**config.mk**
```make
export PLATFORM = sky130hd
export DESIGN_NAME = pwm_mod250
export DESIGN_NICKNAME = d
export VERILOG_FILES = /design/src/rtl/pwm_mod250_pkg.sv /design/src/rtl/pwm_period_counter.sv /design/src/rtl/pwm_duty_buffer.sv /design/src/rtl/pwm_output_stage.sv /design/src/rtl/pwm_mod250.sv
export SDC_FILE = /design/constraint.sdc
export NUM_CORES = 1
export LEC_CHECK = 0
export BUFFER_PORTS_ARGS = -buffer_cell sky130_fd_sc_hd__buf_2
export CAP_MARGIN = 30
export CORE_MARGIN = 3
export CORE_UTILIZATION = 48
export DETAILED_ROUTE_END_ITERATION = 16
export GPL_TIMING_DRIVEN = 0
export PLACE_DENSITY = 0.72
export SKIP_LAST_GASP = 1
export SLEW_MARGIN = 20
export SYNTH_ARGS = -nofsm -noshare
export SYNTH_HDL_FRONTEND = slang
export SYNTH_SLANG_ARGS = --single-unit
```
**constraint.sdc**
```tcl
create_clock -name clk -period 1.5 [get_ports clk]
set_input_delay 0.15 -clock clk [delete_from_list [all_inputs] [get_ports clk]]
set_output_delay 0.15 -clock clk [all_outputs]
set_load 0.1 [all_outputs]
```
**src/rtl/pwm_mod250_pkg.sv**
```systemverilog
package pwm_mod250_pkg;
  localparam int unsigned DEF_DUTY_W = 8;
  localparam int unsigned DEF_PERIOD = 250;
  localparam int unsigned DEF_RESET_DUTY = 255;

  function automatic int unsigned max_u(input int unsigned a, input int unsigned b);
    return (a > b) ? a : b;
  endfunction
endpackage

```
**src/rtl/pwm_period_counter.sv**
```systemverilog
module pwm_period_counter #(
  parameter int unsigned PERIOD = pwm_mod250_pkg::DEF_PERIOD,
  localparam int unsigned CNT_W = $clog2(PERIOD)
) (
  input  logic             clk,
  input  logic             rst,
  input  logic             tick_i,
  output logic [CNT_W-1:0] cnt_o,
  output logic             wrap_o
);
  localparam logic [CNT_W-1:0] LAST = CNT_W'(PERIOD - 1);

  logic [CNT_W-1:0] cnt_q;
  logic             at_last;

  assign at_last = (cnt_q == LAST);
  assign wrap_o  = tick_i && at_last;
  assign cnt_o   = cnt_q;

  always_ff @(posedge clk) begin
    if (rst) begin
      cnt_q <= '0;
    end else if (tick_i) begin
      if (at_last) cnt_q <= '0;
      else         cnt_q <= cnt_q + 1'b1;
    end
  end

  AST_CNT_RANGE: assert property (@(posedge clk) disable iff (rst)
    cnt_q <= LAST);
  AST_CNT_HOLD: assert property (@(posedge clk) disable iff (rst)
    !tick_i |=> $stable(cnt_q));
  AST_CNT_WRAP: assert property (@(posedge clk) disable iff (rst)
    wrap_o |=> (cnt_q == '0));
endmodule

```
**src/rtl/pwm_duty_buffer.sv**
```systemverilog
module pwm_duty_buffer #(
  parameter int unsigned DUTY_W = pwm_mod250_pkg::DEF_DUTY_W,
  parameter int unsigned RESET_DUTY = pwm_mod250_pkg::DEF_RESET_DUTY
) (
  input  logic              clk,
  input  logic              rst,
  input  logic              oe_i,
  input  logic              wrap_i,
  input  logic              wr_en_i,
  input  logic [DUTY_W-1:0] wr_data_i,
  output logic [DUTY_W-1:0] active_o
);
  localparam logic [DUTY_W-1:0] RST_VAL = DUTY_W'(RESET_DUTY);

  logic [DUTY_W-1:0] pend_q;
  logic [DUTY_W-1:0] active_q;
  logic [DUTY_W-1:0] pend_view;

  // A write in the wrap cycle wins over the older pending value.
  assign pend_view = wr_en_i ? wr_data_i : pend_q;
  assign active_o  = active_q;

  always_ff @(posedge clk) begin
    if (rst) begin
      pend_q <= RST_VAL;
    end else if (wr_en_i) begin
      pend_q <= wr_data_i;
    end
  end

  always_ff @(posedge clk) begin
    if (rst) begin
      active_q <= RST_VAL;
    end else if (!oe_i && wr_en_i) begin
      active_q <= wr_data_i;
    end else if (wrap_i) begin
      active_q <= pend_view;
    end
  end

  AST_ACT_HOLD: assert property (@(posedge clk) disable iff (rst)
    (oe_i && !wrap_i) |=> $stable(active_q));
  AST_OE_LOAD: assert property (@(posedge clk) disable iff (rst)
    (!oe_i && wr_en_i) |=> (active_q == $past(wr_data_i)));
  AST_WRAP_WRITE: assert property (@(posedge clk) disable iff (rst)
    (wrap_i && wr_en_i) |=> (active_q == $past(wr_data_i)));
endmodule

```
**src/rtl/pwm_output_stage.sv**
```systemverilog
module pwm_output_stage #(
  parameter int unsigned DUTY_W = pwm_mod250_pkg::DEF_DUTY_W,
  parameter int unsigned CNT_W = 8
) (
  input  logic              clk,
  input  logic              rst,
  input  logic              oe_i,
  input  logic [CNT_W-1:0]  cnt_i,
  input  logic [DUTY_W-1:0] duty_i,
  output logic              pwm_o
);
  localparam int unsigned CMP_W = pwm_mod250_pkg::max_u(DUTY_W, CNT_W);

  logic [CMP_W-1:0] cnt_x;
  logic [CMP_W-1:0] duty_x;
  logic             level;
  logic             pwm_q;

  assign cnt_x  = CMP_W'(cnt_i);
  assign duty_x = CMP_W'(duty_i);
  // High from count 0 until the count equals duty; codes past the period never match.
  assign level  = oe_i && (cnt_x < duty_x);
  assign pwm_o  = pwm_q;

  always_ff @(posedge clk) begin
    if (rst) pwm_q <= 1'b0;
    else     pwm_q <= level;
  end

  AST_OE_LOW: assert property (@(posedge clk) disable iff (rst)
    !oe_i |=> !pwm_q);
  AST_ZERO_LOW: assert property (@(posedge clk) disable iff (rst)
    (duty_i == '0) |=> !pwm_q);
  AST_MATCH_LOW: assert property (@(posedge clk) disable iff (rst)
    (cnt_x == duty_x) |=> !pwm_q);
endmodule

```
**src/rtl/pwm_mod250.sv**
```systemverilog
module pwm_mod250 #(
  parameter int unsigned DUTY_W = pwm_mod250_pkg::DEF_DUTY_W,
  parameter int unsigned PERIOD = pwm_mod250_pkg::DEF_PERIOD,
  parameter int unsigned RESET_DUTY = pwm_mod250_pkg::DEF_RESET_DUTY
) (
  input  logic              clk,
  input  logic              rst,
  input  logic              tick_i,
  input  logic              oe_i,
  input  logic              wr_en_i,
  input  logic [DUTY_W-1:0] wr_data_i,
  output logic [DUTY_W-1:0] rd_data_o,
  output logic              pwm_o
);
  localparam int unsigned CNT_W = $clog2(PERIOD);

  logic [CNT_W-1:0]  cnt;
  logic              wrap;
  logic [DUTY_W-1:0] active;

  pwm_period_counter #(.PERIOD(PERIOD)) u_cnt (
    .clk(clk), .rst(rst), .tick_i(tick_i), .cnt_o(cnt), .wrap_o(wrap)
  );

  pwm_duty_buffer #(.DUTY_W(DUTY_W), .RESET_DUTY(RESET_DUTY)) u_buf (
    .clk(clk), .rst(rst), .oe_i(oe_i), .wrap_i(wrap),
    .wr_en_i(wr_en_i), .wr_data_i(wr_data_i), .active_o(active)
  );

  pwm_output_stage #(.DUTY_W(DUTY_W), .CNT_W(CNT_W)) u_out (
    .clk(clk), .rst(rst), .oe_i(oe_i), .cnt_i(cnt), .duty_i(active), .pwm_o(pwm_o)
  );

  assign rd_data_o = active;

  AST_READ_HOLD: assert property (@(posedge clk) disable iff (rst)
    (oe_i && !tick_i) |=> $stable(rd_data_o));
endmodule

```
Word-level counts from Yosys, hierarchy flattened
Index checks and enable logic that the tools add are counted.
- flip-flop bits (word level): 25
- output and inout port bits: 9
- word-level logic and storage cells: 16
- add/sub/neg operators: 1
- $lt $le $gt $ge: 1
- eq/ne operators: 1
- multiplexer cells: 4
- reduce and logical (&&, ||, !) cells: 5
- operators with widths (cell ; number):
    $mux W8 ; 4
    $add A8 B1 Y8 const B ; 1
    $eq A8 B8 Y1 const B ; 1
    $lt A8 B8 Y1 ; 1
    $logic_and A1 B1 Y1 ; 3
    $reduce_bool A2 Y1 ; 1
    $logic_not A1 Y1 ; 1

Longest topological paths before layout
- depth after elaboration: 4
- gate-level depth with buffers: 5
- gate-level depth less buffers: 5

Modules after synthesis
From an unflattened synthesis, not the netlist that was laid out.
- cell total of the unflattened synthesis: 129
- area, all modules: 1345.0 µm²
- by module, submodules not included (module ; instances ; cells each ; area an instance (µm²)):
    pwm_duty_buffer ; 1 ; 63 ; 737.0
    pwm_period_counter ; 1 ; 42 ; 402.9
    pwm_output_stage ; 1 ; 24 ; 205.2

Worst setup path after synthesis
OpenSTA, ideal clock, no wires.
- path kind: reg-to-reg
- from: reg u_buf.active_q[3] (netlist: u_buf.active_o[3])
- to: reg u_out.pwm_q (netlist: u_out.pwm_o)
- arrival: 2019 ps
- required time: 1419 ps
- path slack: -600 ps
- stages on the path, launching flop included: 6
- path buffers: 0
- clock period less this slack: 2100 ps
- path through: dfxtp_1 -> inv_1 -> ha_1 -> a2111oi_0 -> o21ai_0 -> a41oi_1
- word-level cells in the longest chain between the ends: 2
- ends and longest elaborated chain (what ; RTL line ; source):
    from (decl) ; pwm_duty_buffer.sv:16 ; logic [DUTY_W-1:0] active_q;
    from (signal assigned) ; pwm_duty_buffer.sv:35 ; active_q <= wr_data_i;
    from (signal assigned) ; pwm_duty_buffer.sv:37 ; active_q <= pend_view;
    $lt A8 B8 Y1 ; pwm_output_stage.sv:22 ; assign level = oe_i && (cnt_x < duty_x);
    $logic_and A1 B1 Y1 ; pwm_output_stage.sv:22 ;
    to (signal assigned) ; pwm_output_stage.sv:27 ; else pwm_q <= level;
    to (decl) ; pwm_output_stage.sv:17 ; logic pwm_q;
No other way between the ends.
A chain may end at the register's enable or synchronous reset.

Worst setup path in the final report
- from: reg u_cnt.cnt_q[1] (netlist: u_cnt.cnt_o[1])
- to: reg u_buf.active_q[0] (netlist: u_buf.active_o[0])
- word-level cells in the longest chain between the ends: 3
- ends and longest elaborated chain (what ; RTL line ; source):
    from (decl) ; pwm_period_counter.sv:13 ; logic [CNT_W-1:0] cnt_q;
    from (signal assigned) ; pwm_period_counter.sv:25 ; else cnt_q <= cnt_q + 1'b1;
    $eq A8 B8 Y1 ; pwm_period_counter.sv:16 ; assign at_last = (cnt_q == LAST);
    $logic_and A1 B1 Y1 ; pwm_period_counter.sv:17 ; assign wrap_o = tick_i && at_last;
    $reduce_bool A2 Y1 (no source line) ; - ;
No other way between the ends.

==> results.yml <==
run_status:
  status: "finished clean"
global_routing:
  antenna_found_initial: 0
  grt_pass1_vias: 852
  grt_max_degree: 14
  grt_pass1_wl_mm: 3.77
  grtUsageTotal_pct: 15.1
  gr-total-overflow: 0
sta:
  slew_headroom_pct: 67.5
  hold_viol: 0
  timing.fmax_ghz: 0.690
  timing.final.max_slew_violations: 0
  tns_ps: 0
  rsz0062_at_grt: "true"
  min_period_ps: 1450
  worstMarginPinSlew_ps: 487
  fin_crit_sh_pct: 96.6
  setup_viol: 0
  finalClockSkew_ps: 5.21
logic_synthesis:
  mappedNetlistArea_mm2: 0.00120
  synth-seq-area-share_pct: 41.7
  ys_types: 32
  syn_inst: 118
  synth-seq-cells: 25
  ys_warn_count: 0
  syn_area_per_cell_um2: 10.2
  synthesis.nets: 140
detailed_routing:
  viasPerCell: 5.32
  vias: 909
  dr.pass1.iters: 4
  antenna_left: 0
  drt_iter0_drc: 16
  wl_per_cell_um: 13.0
  drc: 0
  routed_wl_mm: 2.23
critical_path:
  r2r-start: "u_cnt.cnt_o[1]"
  crit_slowest_cell: "dfxtp_4"
  reg2regPathDepth: 6
  critPathKind: "reg2reg"
  required_ps: 1710
  worstSetupEndpointType: "flop"
  r2r_end: "u_buf.active_o[0]"
  cp_max_fo: 8
  r2r_setup_slack_ps: 50
  path_cells: "inv_2 > ha_4 > nand4b_4 > o22ai_4 > buf_12 > mux2_2"
  crit_arrival_ps: 1660
  cp_slowest_stage_delay_ps: 370
  cp-start-kind: "flop"
clock_tree:
  cts_root_buf: "clkbuf_4"
  worstSkewPairLatency_ps: 310
  cts_buffers: 3
  clkSlewWorstSetupHoldPaths_ps: 130
  tritoncts: "built"
  cts_buffer_depth: 2
  clock_sinks: 25
  cts_hold_buf: 0
  htreeDepth: 1
layout:
  stdcell_area_mm2: 0.00145
  drive_gt1_share_pct: 43.4
  finish.utilization_pct: 63.2
  fin_nets: 166
  n_antenna_cell: 0
  layout.cells.non_filler: 171
  syn_to_final_growth_pct: 21.0
floorplan:
  fp-row-count: 17
  initial_core_util_pct: 52.2
  die_h_um: 56.0
  pin_count: 22
  die_area_mm2: 0.00314
  core_mm2: 0.00230
  die_w_um: 56.0
place:
  gp_congestion: 0.753
  dpl.cell_count: 165
  port_buffers: 19
  post_dp_cell_area_mm2: 0.00136
  post-dp-hpwl_mm: 1.69
power_and_ir_drop:
  peakVddDrop_mv: 1.02
  power.density_mw_per_mm2: 879
  p_leak_nw: 0.635
worst_hold_path:
  hold_path.class: "in2reg"
  whs_endpoint: "u_buf.pend_q[6]"
  whs_path_depth: 2
  min_from: "wr_data_i[6]"
flow_run:
  maxCapViolations: 0
flip-flops by register name, indices dropped and copies added (netlist names):
signal / cells
u_out.pwm_o: 1
u_buf.pend_q: 8
u_cnt.cnt_o: 8
u_buf.active_o: 8
layout make-up:
class / instances / area (um2)
flip-flops and latches: 25 / 533
multi-input cells: 78 / 669
repair buffers: 21 / 123
inverters: 11 / 41.3
plain buffers: 4 / 23.8
clock buffers: 4 / 26.3
well taps: 28 / 35.0
fillers: 210 / 846
cells by family after synthesis:
kind of cell    count (synthesis)  synth area share [%]
simple gates                   33                  16.9
flops                          25                  41.7
buf+inv                        15                  5.42
compound gates                 24                  16.2
fa+ha+maj                       9                  9.38
mux                             8                  7.51
xor+xnor                        4                  2.92
critical path: cells and delay by family, from the launching register on:
family          cells  cell delay, ps
flops               1             370
mux                 1             330
buf+inv             2             210
compound gates      1             180
fa+ha+maj           1             130
simple gates        1             130
cells in the mapped netlist:
cell type / count / share of area, %
a41oi_1: 1 / 0.73
a21oi_1: 2 / 0.83
buf_6: 1 / 0.94
ha_1: 9 / 9.4
o21bai_1: 2 / 1.3
a211oi_1: 4 / 2.5
a311oi_1: 1 / 0.73
a211o_1: 8 / 5.8
o211ai_1: 1 / 0.63
nor3b_1: 1 / 0.63
xor2_1: 1 / 0.73
and4_1: 1 / 0.73
o21ai_0: 3 / 1.3
or2_2: 9 / 4.7
clkbuf_2: 1 / 0.42
nand4_1: 2 / 1.0
and2_1: 1 / 0.52
o22ai_4: 1 / 1.7
nand2_1: 3 / 0.94
nor2b_1: 5 / 2.6
nand4b_2: 1 / 1.3
xnor2_1: 3 / 2.2
mux2_2: 8 / 7.5
inv_1: 10 / 3.1
nand2b_1: 1 / 0.52
or3_1: 1 / 0.52
a2111oi_0: 1 / 0.73
clkbuf_1: 2 / 0.63
dfxtp_1: 25 / 42
inv_2: 1 / 0.31
nor2_1: 5 / 1.6
and2b_1: 3 / 1.9
metrics by stage:
step	setup slack [ps]	hold slack, ps	power [mW]
final	50.4	51.1	1.28
after global routing	-5.12	38.9	1.34
after CTS	8.22	42.4	1.28
after detailed placement	-144	382	0.978
after global placement	-85.3	377	0.970
after floorplan	21.2	269	0.924
power by group:
part / switching (mW) / internal, mW / total (mW)
Clock: 0.190 / 0.104 / 0.294
Sequential: 0.0210 / 0.696 / 0.717
Combinational: 0.173 / 0.0918 / 0.265
placed cells by master (no fill, tap or decap), drive strengths merged:
cell type  instances
a2111oi            1
mux2               8
o21bai             2
and2               1
nand2b             1
dfxtp             25
a211oi             4
a41oi              1
a21oi              2
xor2               1
nor3b              1
and4               1
buf               22
a211o              8
nand4b             1
nor2b              5
or3                1
inv               11
and2b              3
ha                 9
or2                9
o22ai              1
nand2              3
clkbuf             7
o211ai             1
nand4              2
nor2               5
xnor2              3
a311oi             1
o21ai              3
metal layers:
metal / track usage (%) / up-vias / part of all wire (%) / wire (um)
li1: - / 462 / - / -
met1: 19.3 / 422 / 46 / 1030
met2: 23.7 / 21 / 48 / 1060
met3: 5.10 / 4 / 4.5 / 100
met4: 5.42 / 0 / 1.7 / 38
met5: 0 / - / 0 / 0
worst max path at each step:
| stage | cells past startpoint | from | end |
|---|---|---|---|
| after floorplan | 3 | u_buf.active_o[0] | u_out.pwm_o |
| after global placement | 4 | u_cnt.cnt_o[0] | u_buf.active_o[1] |
| after detailed placement | 4 | u_cnt.cnt_o[0] | u_buf.active_o[6] |
| after CTS | 6 | u_cnt.cnt_o[1] | u_buf.active_o[3] |
| after global routing | 6 | u_cnt.cnt_o[1] | u_buf.active_o[7] |
| final | 6 | u_cnt.cnt_o[1] | u_buf.active_o[0] |
repair_timing:
action | 4_1_cts | 5_1_grt
setup buffers | 1 | 1
resized for setup | 3 | 9
pin swaps | 2 | 2
endpoints found under the setup margin | 9 | 10
No activity file was read; power rests on OpenSTA's default activity.
